<file path="src/rtl/sync_rx_pkg.sv">
package sync_rx_pkg;
  typedef enum logic [1:0] {
    PH_IDLE = 2'd0,
    PH_LOW  = 2'd1,
    PH_HIGH = 2'd2
  } rx_phase_e;
endpackage

</file>
<file path="src/rtl/sync_rx_divider.sv">
module sync_rx_divider #(
  parameter int DIV_W = 16
) (
  input  logic             clk,
  input  logic             rst_n,
  input  logic             load,
  input  logic             run,
  input  logic [DIV_W-1:0] reload,
  output logic             tick
);
  logic [DIV_W-1:0] cnt_q;

  assign tick = run && !load && (cnt_q == '0);

  always_ff @(posedge clk or negedge rst_n) begin
    if (!rst_n) begin
      cnt_q <= '0;
    end else if (load) begin
      cnt_q <= reload;
    end else if (run) begin
      if (cnt_q == '0) cnt_q <= reload;
      else             cnt_q <= cnt_q - 1'b1;
    end
  end
endmodule

</file>
<file path="src/rtl/sync_rx_shifter.sv">
module sync_rx_shifter #(
  parameter int CHAR_W = 9
) (
  input  logic              clk,
  input  logic              rst_n,
  input  logic              clr,
  input  logic              sample,
  input  logic              sdata,
  input  logic              nine,
  output logic              last,
  output logic [CHAR_W-1:0] word
);
  localparam int CNT_W = $clog2(CHAR_W + 1);
  localparam logic [CNT_W-1:0] IDX_NINE  = CNT_W'(CHAR_W - 1);
  localparam logic [CNT_W-1:0] IDX_EIGHT = CNT_W'(CHAR_W - 2);

  logic [CHAR_W-2:0] sh_q;
  logic [CNT_W-1:0]  cnt_q;
  logic [CHAR_W-1:0] nxt;

  assign nxt  = {sdata, sh_q};
  assign last = (cnt_q == (nine ? IDX_NINE : IDX_EIGHT));
  assign word = nine ? nxt : {1'b0, nxt[CHAR_W-1:1]};

  always_ff @(posedge clk or negedge rst_n) begin
    if (!rst_n) begin
      sh_q  <= '0;
      cnt_q <= '0;
    end else if (clr) begin
      sh_q  <= '0;
      cnt_q <= '0;
    end else if (sample) begin
      sh_q  <= nxt[CHAR_W-1:1];
      cnt_q <= last ? '0 : cnt_q + 1'b1;
    end
  end

  // the bit counter never runs past the last bit of a 9-bit character
  p_bitcnt_r2: assert property (@(posedge clk) disable iff (!rst_n)
    cnt_q <= IDX_NINE);
endmodule

</file>
<file path="src/rtl/sync_rx_seq.sv">
module sync_rx_seq
  import sync_rx_pkg::*;
(
  input  logic clk,
  input  logic rst_n,
  input  logic port_en,
  input  logic cont_en,
  input  logic once_set,
  input  logic nine_in,
  input  logic hold,
  input  logic tick,
  input  logic last,
  output logic sck,
  output logic load,
  output logic run,
  output logic sample,
  output logic done,
  output logic clr,
  output logic nine_q,
  output logic once_en
);
  rx_phase_e phase_q;
  logic      once_q;
  logic      en_any;
  logic      busy;
  logic      abort;

  assign en_any  = once_q || cont_en;
  assign busy    = (phase_q != PH_IDLE);
  assign abort   = busy && (!port_en || !en_any);
  assign load    = port_en && !busy && en_any && !hold;
  assign run     = busy && !abort && !hold;
  assign sample  = tick && (phase_q == PH_HIGH);
  assign done    = sample && last;
  assign clr     = load || abort || !port_en;
  assign sck     = (phase_q == PH_HIGH);
  assign once_en = once_q;

  always_ff @(posedge clk or negedge rst_n) begin
    if (!rst_n) begin
      phase_q <= PH_IDLE;
      once_q  <= 1'b0;
      nine_q  <= 1'b0;
    end else if (!port_en) begin
      phase_q <= PH_IDLE;
      once_q  <= 1'b0;
    end else begin
      if (abort) begin
        phase_q <= PH_IDLE;
      end else if (load) begin
        phase_q <= PH_LOW;
        nine_q  <= nine_in;
      end else if (tick) begin
        if (phase_q == PH_LOW)  phase_q <= PH_HIGH;
        else if (done)          phase_q <= cont_en ? PH_LOW : PH_IDLE;
        else                    phase_q <= PH_LOW;
      end
      if (once_set)  once_q <= 1'b1;
      else if (done) once_q <= 1'b0;
    end
  end

  // completing a character clears the single enable
  p_once_clear_r3: assert property (@(posedge clk) disable iff (!rst_n)
    port_en && done && !once_set |=> !once_q);

  // continuous mode chains straight into the next low half
  p_chain_r4: assert property (@(posedge clk) disable iff (!rst_n)
    port_en && done && cont_en |=> phase_q == PH_LOW);

  // losing every enable mid-character returns to idle at once
  p_abort_r6: assert property (@(posedge clk) disable iff (!rst_n)
    port_en && busy && !once_q && !cont_en |=> phase_q == PH_IDLE);

  // while held, the clock phase does not move
  p_stall_r7: assert property (@(posedge clk) disable iff (!rst_n)
    port_en && en_any && hold |=> $stable(phase_q));
endmodule

</file>
<file path="src/rtl/sync_rx_master.sv">
module sync_rx_master #(
  parameter int DIV_W  = 16,
  parameter int DATA_W = 8
) (
  input  logic              clk,
  input  logic              rst_n,
  input  logic              port_en,
  input  logic              cont_en,
  input  logic              once_set,
  input  logic              nine_bit,
  input  logic [DIV_W-1:0]  div_reload,
  input  logic              stall,
  input  logic              sdata,
  output logic              sck,
  output logic              once_en,
  output logic              out_valid,
  input  logic              out_ready,
  output logic [DATA_W:0]   out_data
);
  localparam int CHAR_W = DATA_W + 1;

  logic              hold;
  logic              tick;
  logic              last;
  logic              load;
  logic              run;
  logic              sample;
  logic              done;
  logic              clr;
  logic              nine_q;
  logic [CHAR_W-1:0] word;
  logic              valid_q;
  logic [CHAR_W-1:0] data_q;

  assign hold      = stall || (valid_q && !out_ready);
  assign out_valid = valid_q;
  assign out_data  = data_q;

  sync_rx_seq u_seq (
    .clk      (clk),
    .rst_n    (rst_n),
    .port_en  (port_en),
    .cont_en  (cont_en),
    .once_set (once_set),
    .nine_in  (nine_bit),
    .hold     (hold),
    .tick     (tick),
    .last     (last),
    .sck      (sck),
    .load     (load),
    .run      (run),
    .sample   (sample),
    .done     (done),
    .clr      (clr),
    .nine_q   (nine_q),
    .once_en  (once_en)
  );

  sync_rx_divider #(.DIV_W(DIV_W)) u_div (
    .clk    (clk),
    .rst_n  (rst_n),
    .load   (load),
    .run    (run),
    .reload (div_reload),
    .tick   (tick)
  );

  sync_rx_shifter #(.CHAR_W(CHAR_W)) u_shift (
    .clk    (clk),
    .rst_n  (rst_n),
    .clr    (clr),
    .sample (sample),
    .sdata  (sdata),
    .nine   (nine_q),
    .last   (last),
    .word   (word)
  );

  always_ff @(posedge clk or negedge rst_n) begin
    if (!rst_n) begin
      valid_q <= 1'b0;
      data_q  <= '0;
    end else if (!port_en) begin
      valid_q <= 1'b0;
    end else if (done) begin
      valid_q <= 1'b1;
      data_q  <= word;
    end else if (valid_q && out_ready) begin
      valid_q <= 1'b0;
    end
  end

  // disabling the port clears clock, output and single enable
  p_port_off_r8: assert property (@(posedge clk) disable iff (!rst_n)
    !port_en |=> !sck && !out_valid && !once_en);

  // an unaccepted character stays valid and unchanged
  p_hold_r9: assert property (@(posedge clk) disable iff (!rst_n)
    port_en && out_valid && !out_ready |=>
      (!port_en || (out_valid && $stable(out_data))));

  // no serial clock rise while a character waits
  p_no_rise_r9: assert property (@(posedge clk) disable iff (!rst_n)
    out_valid && !out_ready |=> !$rose(sck));
endmodule

</file>
<file path="config.mk">
export PLATFORM = sky130hd
export DESIGN_NAME = sync_rx_master
export DESIGN_NICKNAME = d
export VERILOG_FILES = /design/src/rtl/sync_rx_pkg.sv /design/src/rtl/sync_rx_divider.sv /design/src/rtl/sync_rx_shifter.sv /design/src/rtl/sync_rx_seq.sv /design/src/rtl/sync_rx_master.sv
export SDC_FILE = /design/constraint.sdc
export NUM_CORES = 1
export LEC_CHECK = 0
export BUFFER_PORTS_ARGS = -buffer_cell sky130_fd_sc_hd__buf_2
export CORE_ASPECT_RATIO = 1.2
export CORE_UTILIZATION = 45
export DETAILED_ROUTE_END_ITERATION = 8
export PLACE_DENSITY = 0.66
export SETUP_SLACK_MARGIN = 0.2
export SLEW_MARGIN = 15
export SYNTH_ARGS = -nofsm -noshare
export SYNTH_HDL_FRONTEND = slang
export SYNTH_SLANG_ARGS = --single-unit
</file>
<file path="constraint.sdc">
create_clock -name clk -period 2.5 [get_ports clk]
set_clock_uncertainty 0.2 [all_clocks]
set_input_delay 0.625 -clock clk [delete_from_list [all_inputs] [get_ports clk]]
set_output_delay 0.625 -clock clk [all_outputs]
set_load 0.01 [all_outputs]
</file>
After elaboration in Yosys (flattened, before gate mapping):

Index checks and enable logic that the tools add are counted.

* register bits: 42
* bits of input ports: 25

* mux-type cells: 23
* bitwise gates (word level): 1
* equality and inequality tests: 6
* reductions and logical operators: 30
* $add $sub $neg: 2

Operators by type and width (count)
* 16-bit 2-to-1 mux: 3
* 16-bit logical NOT: 1
* 4-bit 2-to-1 mux: 4
* 8-bit 2-to-1 mux: 2
* 16-bit by 1-bit subtractor with 16-bit output (second input constant): 1
* 1-bit logical AND: 12
* 2-bit 2-to-1 mux: 6
* 9-bit 2-to-1 mux: 1
* 1-bit logical NOT: 7
* 1-bit 2-to-1 mux: 7
* 3-bit by 1-bit inequality test with 1-bit output (second input constant): 2
* 2-bit nonzero test: 3
* 1-bit logical OR: 5
* 4-bit by 1-bit adder with 4-bit output (second input constant): 1
* 4-bit equality test: 1
* 4-bit by 1-bit inequality test with 1-bit output (second input constant): 1
* 3-bit AND reduction: 1
* 2-bit by 1-bit equality test with 1-bit output (second input constant): 1
* 2-bit equality test (second input constant): 1
* 2-bit AND reduction: 1
* 1-bit NOT: 1

Logic depth before layout (Yosys ltp):

* word-level depth: 17
* gate-level depth with buffers: 9
* depth with buffers taken out: 7

By module:

A second synthesis with hierarchy kept.

* cells, all modules: 239
* area total of the unflattened synthesis: 2461.1 um^2

Modules (own cells, without submodules)
* sync_rx_divider: times used 1, cells an instance 128, area each 1114.8 um^2, sequential area each 400.4 um^2
* sync_rx_shifter: times used 1, cells an instance 61, area each 686.9 um^2, sequential area each 300.3 um^2
* sync_rx_master: times used 1, cells an instance 23, area each 382.9 um^2, sequential area each 250.2 um^2
* sync_rx_seq: times used 1, cells an instance 27, area each 276.5 um^2, sequential area each 100.1 um^2

Least setup slack after synthesis:

OpenSTA, ideal clock, no wires.

* path type: input port to flip-flop
* from: input port cont_en
* to: register u_div.cnt_q[13]
* path slack: 0.237 ns
* cell stages on the path: 6
* arrival time: 1.926 ns
* setup time: 0.138 ns
* cells stage by stage: o21ai_0 -> nor3_4 -> a21oi_1 -> clkbuf_1 -> mux2i_1 -> o22ai_1

* longest elaborated chain between the ends: 8

RTL lines
* start, declared: line sync_rx_master.sv:8 `input logic cont_en,`
* 1-bit logical OR (*): line sync_rx_seq.sv:28 `assign en_any = once_q || cont_en;`
* 1-bit logical NOT: line sync_rx_seq.sv:30 `assign abort = busy && (!port_en || !en_any);`
* 1-bit logical OR: line sync_rx_seq.sv:30
* 1-bit logical AND: line sync_rx_seq.sv:30
* 1-bit logical NOT: line sync_rx_seq.sv:32 `assign run = busy && !abort && !hold;`
* 1-bit logical AND (2 in series): line sync_rx_seq.sv:32
* 2-bit nonzero test (no line)
* end signal, assigned: line sync_rx_divider.sv:19 `cnt_q <= reload;`
* end signal, assigned: line sync_rx_divider.sv:21 `if (cnt_q == '0) cnt_q <= reload;`
* end signal, assigned: line sync_rx_divider.sv:22 `else cnt_q <= cnt_q - 1'b1;`
* end, declared: line sync_rx_divider.sv:11 `logic [DIV_W-1:0] cnt_q;`

Mark *: on every way between the ends. The rest lies on a longest branch, timed or not.
A chain may end at the register's enable or synchronous reset.

Worst setup path after layout:

* from: register u_div.cnt_q[7]
* to: register u_div.cnt_q[14]

* longest elaborated chain between the ends: 4

RTL lines
* 16-bit by 1-bit subtractor with 16-bit output or 16-bit logical NOT (tied branches): line sync_rx_divider.sv:22, sync_rx_divider.sv:21
* 16-bit 2-to-1 mux (*): line sync_rx_divider.sv:21
* 16-bit 2-to-1 mux (*): line sync_rx_divider.sv:20 `end else if (run) begin`
* 16-bit 2-to-1 mux (*): line sync_rx_divider.sv:18 `end else if (load) begin`

Mark *: on every way between the ends. The rest lies on a longest branch, timed or not. The select of a mux whose other input is x is not followed.

==> flow_summary.toml <==
[floorplan]
coreArea_um2 = 4970
initial_core_util_pct = 47.1
die_h_um = 81.0
fp-row-count = 28
io-pin-count = 37
die_w_um = 67.9
die-area_um2 = 5500

[place]
io_buffers = 36
place.gp.congestion = 0.786
dp_hpwl_um = 3780

[sta]
fin_crit_ps = 2290
fin_tns_setup_ps = 0
min_period_over_period_pct = 91.6
max-slew-margin-rel_pct = 70.3
finalSetupViolations = 0
drv_slew = 0
max_freq_mhz = 437
worstMarginPinSlew_ps = 446
rsz0062_at_grt = "true"
final-hold-violation-count = 0

[logic_synthesis]
synth_area_per_cell_um2 = 9.04
synthCells = 259
synth_area_leaders = "dfrtp_1 (45%), mux2i_1 (8.5%), nand2_1 (6.6%)"
async_flop_share_pct = 100
ys_seq_area_share_pct = 44.9
synth.net_count = 287
yosysTopAreaCell = "dfrtp_1"
yosysTopAreaCellShare_pct = 44.9
synth-seq-cells = 42
synth_ff_type = "dfrtp_1"
yosysWarnings = 0
synth_edf_count = 0
synth_area_um2 = 2340
yosysUniqueCellTypes = 49

[status]
outcome = "finished, final reports clean"

[cts]
cts-hold-fix-buffers = 0
cts.sinks = 42
cts_buffers = 5
root_buffer = "clkbuf_8"
clock_path_buffers = 2
htreeDepth = 2
clkLatencyLatePin_ps = 300
cts_tree = "done"
clk_pin_slew_worst_paths_ps = 80

[power]
p_int_mw = 1.31
p_per_area_nw_per_um2 = 683
switching_power_mw = 0.682
switching_share_pct = 34.3
pwr-share-clk_pct = 23.3
p_seq_share_pct = 46.6
leakage_nw = 1.36
vdd_drop_max_uv = 363
combPwrFrac_pct = 30.1

[routing]
ant_nets = 0
vias_per_cell = 5.51
wl_per_cell_um = 14.4
vias = 2081
drt_pass1_iterations = 4
wirelength_um = 5430
drt_iter0_drc = 112
drc = 0

[critical_path]
path_max_fanout = 5
worst_path_max_delay_cell = "or4_1"
arrival_ps = 2320
cp_num_buf_inv = 0
cp.required_ps = 2530
setup.worst_path.end_class = "register"
max_stage_delay_ps = 470
crit_type = "register to register"
cpLargestDelayFamily = "simple AND/OR/NAND/NOR gates"
path_cells = "nor4_4 -> nand3_2 -> or3_1 -> or4_1 -> nand3_1"
critPathLaunchType = "register"

[final_layout]
num-nets-final = 345
utilization_pct = 58.6
n_antenna_cell = 0
drive_above_1_share_pct = 26.7
area_growth_pct = 24.4

[global_routing]
grt_start_max_net_pins = 22
grt_first_pass_wirelength_um = 8650
first_global_vias = 1913
track_usage_pct = 21.1
antenna_found_initial = 0
grt.overflow.total = 0

[flow_run]
cap_violations = 0

[min_path]
hold_class = "input port to async pin"
metrics by stage:
step	area, um^2	worst slack, ps	total power [mW]	std cells	hold slack [ps]
final	2910	209	1.99	378	61.6
after floorplan	2340	237	1.28	259	129
after global routing	2910	144	2.13	378	77.0
after global placement	2710	142	1.49	363	256
after CTS	2820	225	1.97	371	69.5
after detailed placement	2710	101	1.50	363	264
flip-flops by register name, summed over array words and instances (netlist names):
register / cells
u_seq.phase_q: 2
u_shift.cnt_q: 4
out_data: 9
u_seq.once_en: 1
u_seq.nine_q: 1
u_div.cnt_q: 16
u_shift.sh_q: 8
out_valid: 1
path summary, 6_finish.rpt:
kind | start | endpoint | slack, ps | cells after the start
max in group asynchronous | rst_n | u_div.cnt_q[12] | 1490 | 2
max | u_div.cnt_q[7] | u_div.cnt_q[14] | 210 | 5
min | rst_n | u_seq.once_en | 60 | 1
max reg2reg | u_div.cnt_q[7] | u_div.cnt_q[14] | 210 | 5
min reg2reg | out_data[3] | out_data[3] | 280 | 2
min in group clk | out_data[3] | out_data[3] | 280 | 2
cells in the mapped netlist, types with 2 or more instances:
master / count
or3_1: 3
a21oi_1: 25
nand2b_1: 3
nand3_1: 9
o22ai_1: 5
nor4_1: 2
nor4b_1: 2
mux2i_1: 20
nor3_1: 5
nand2_1: 41
or4_1: 2
nand4_1: 5
nor2_1: 17
nor2b_1: 3
inv_1: 10
ha_1: 3
a31oi_1: 4
dfrtp_1: 42
clkbuf_1: 9
buf_2: 2
o21ai_0: 17
o211ai_1: 2
and3_1: 2
routing by layer:
| layer | GRT usage, % | up-vias | part of all wire [%] |
|---|---|---|---|
| li1 | - | 1045 | - |
| met1 | 25.4 | 967 | 43 |
| met2 | 36.8 | 55 | 50 |
| met3 | 4.35 | 14 | 4.4 |
| met4 | 7.08 | 0 | 2.6 |
| met5 | 0 | - | 0 |
kinds of logic (layout without fill, tap and decap cells):
kind of cell    count (synthesis)  in the layout  share of synthesized area [%]
mux                            22             22                           9.51
flops                          42             42                           44.9
simple gates                  106            106                           24.2
compound gates                 62             62                           15.4
buf+inv                        24             83                           4.43
fa+ha+maj                       3              3                           1.60
worst reg2reg max path: cells and delay by family, from the launching register on:
family,cells,cell delay (ps)
simple gates,5,1580
flops,1,440
cells in the final DEF (no fill, tap or decap), types with 2 or more instances in the layout:
cell,Yosys,routed
nand2_1,41,41
inv_1,10,10
or4_1,2,2
clkbuf_8,0,6
dfrtp_1,42,42
nor3_1,5,5
mux2i_1,20,20
clkbuf_16,0,2
nand4_1,5,5
ha_1,3,3
buf_2,2,36
or3_1,3,3
nor4_1,2,2
nor2_1,17,17
o22ai_1,5,5
o211ai_1,2,2
a21oi_1,25,24
nor2b_1,3,3
o21ai_0,17,17
buf_4,1,26
a31oi_1,4,4
nand2b_1,3,3
nand3_1,9,9
layout make-up:
class / instances / area, um^2
Tap cell: 60 / 75.1
Clock inverter: 2 / 12.5
Clock buffer: 6 / 82.6
Inverter: 10 / 37.5
Fill cell: 447 / 2060
Timing Repair Buffer: 65 / 445
Multi-Input combinational cell: 193 / 1210
Sequential cell: 42 / 1050
power by group through the flow:
| stage | clock, mW | sequential [mW] | combinational, mW |
|---|---|---|---|
| after floorplan | 0 | 0.918 | 0.360 |
| after global placement | 0 | 0.939 | 0.552 |
| after detailed placement | 0 | 0.936 | 0.561 |
| after CTS | 0.480 | 0.928 | 0.563 |
| after global routing | 0.511 | 0.945 | 0.671 |
| final | 0.464 | 0.928 | 0.599 |
repair_timing:
| item | in CTS | in global routing |
|---|---|---|
| pin swaps | 0 | 2 |
| gates resized for setup | 3 | 2 |
| gates cloned | 0 | 2 |
| setup buffers | 0 | 5 |
| endpoints found under the setup margin | 23 | 16 |
(Power assumes the default switching activity.)
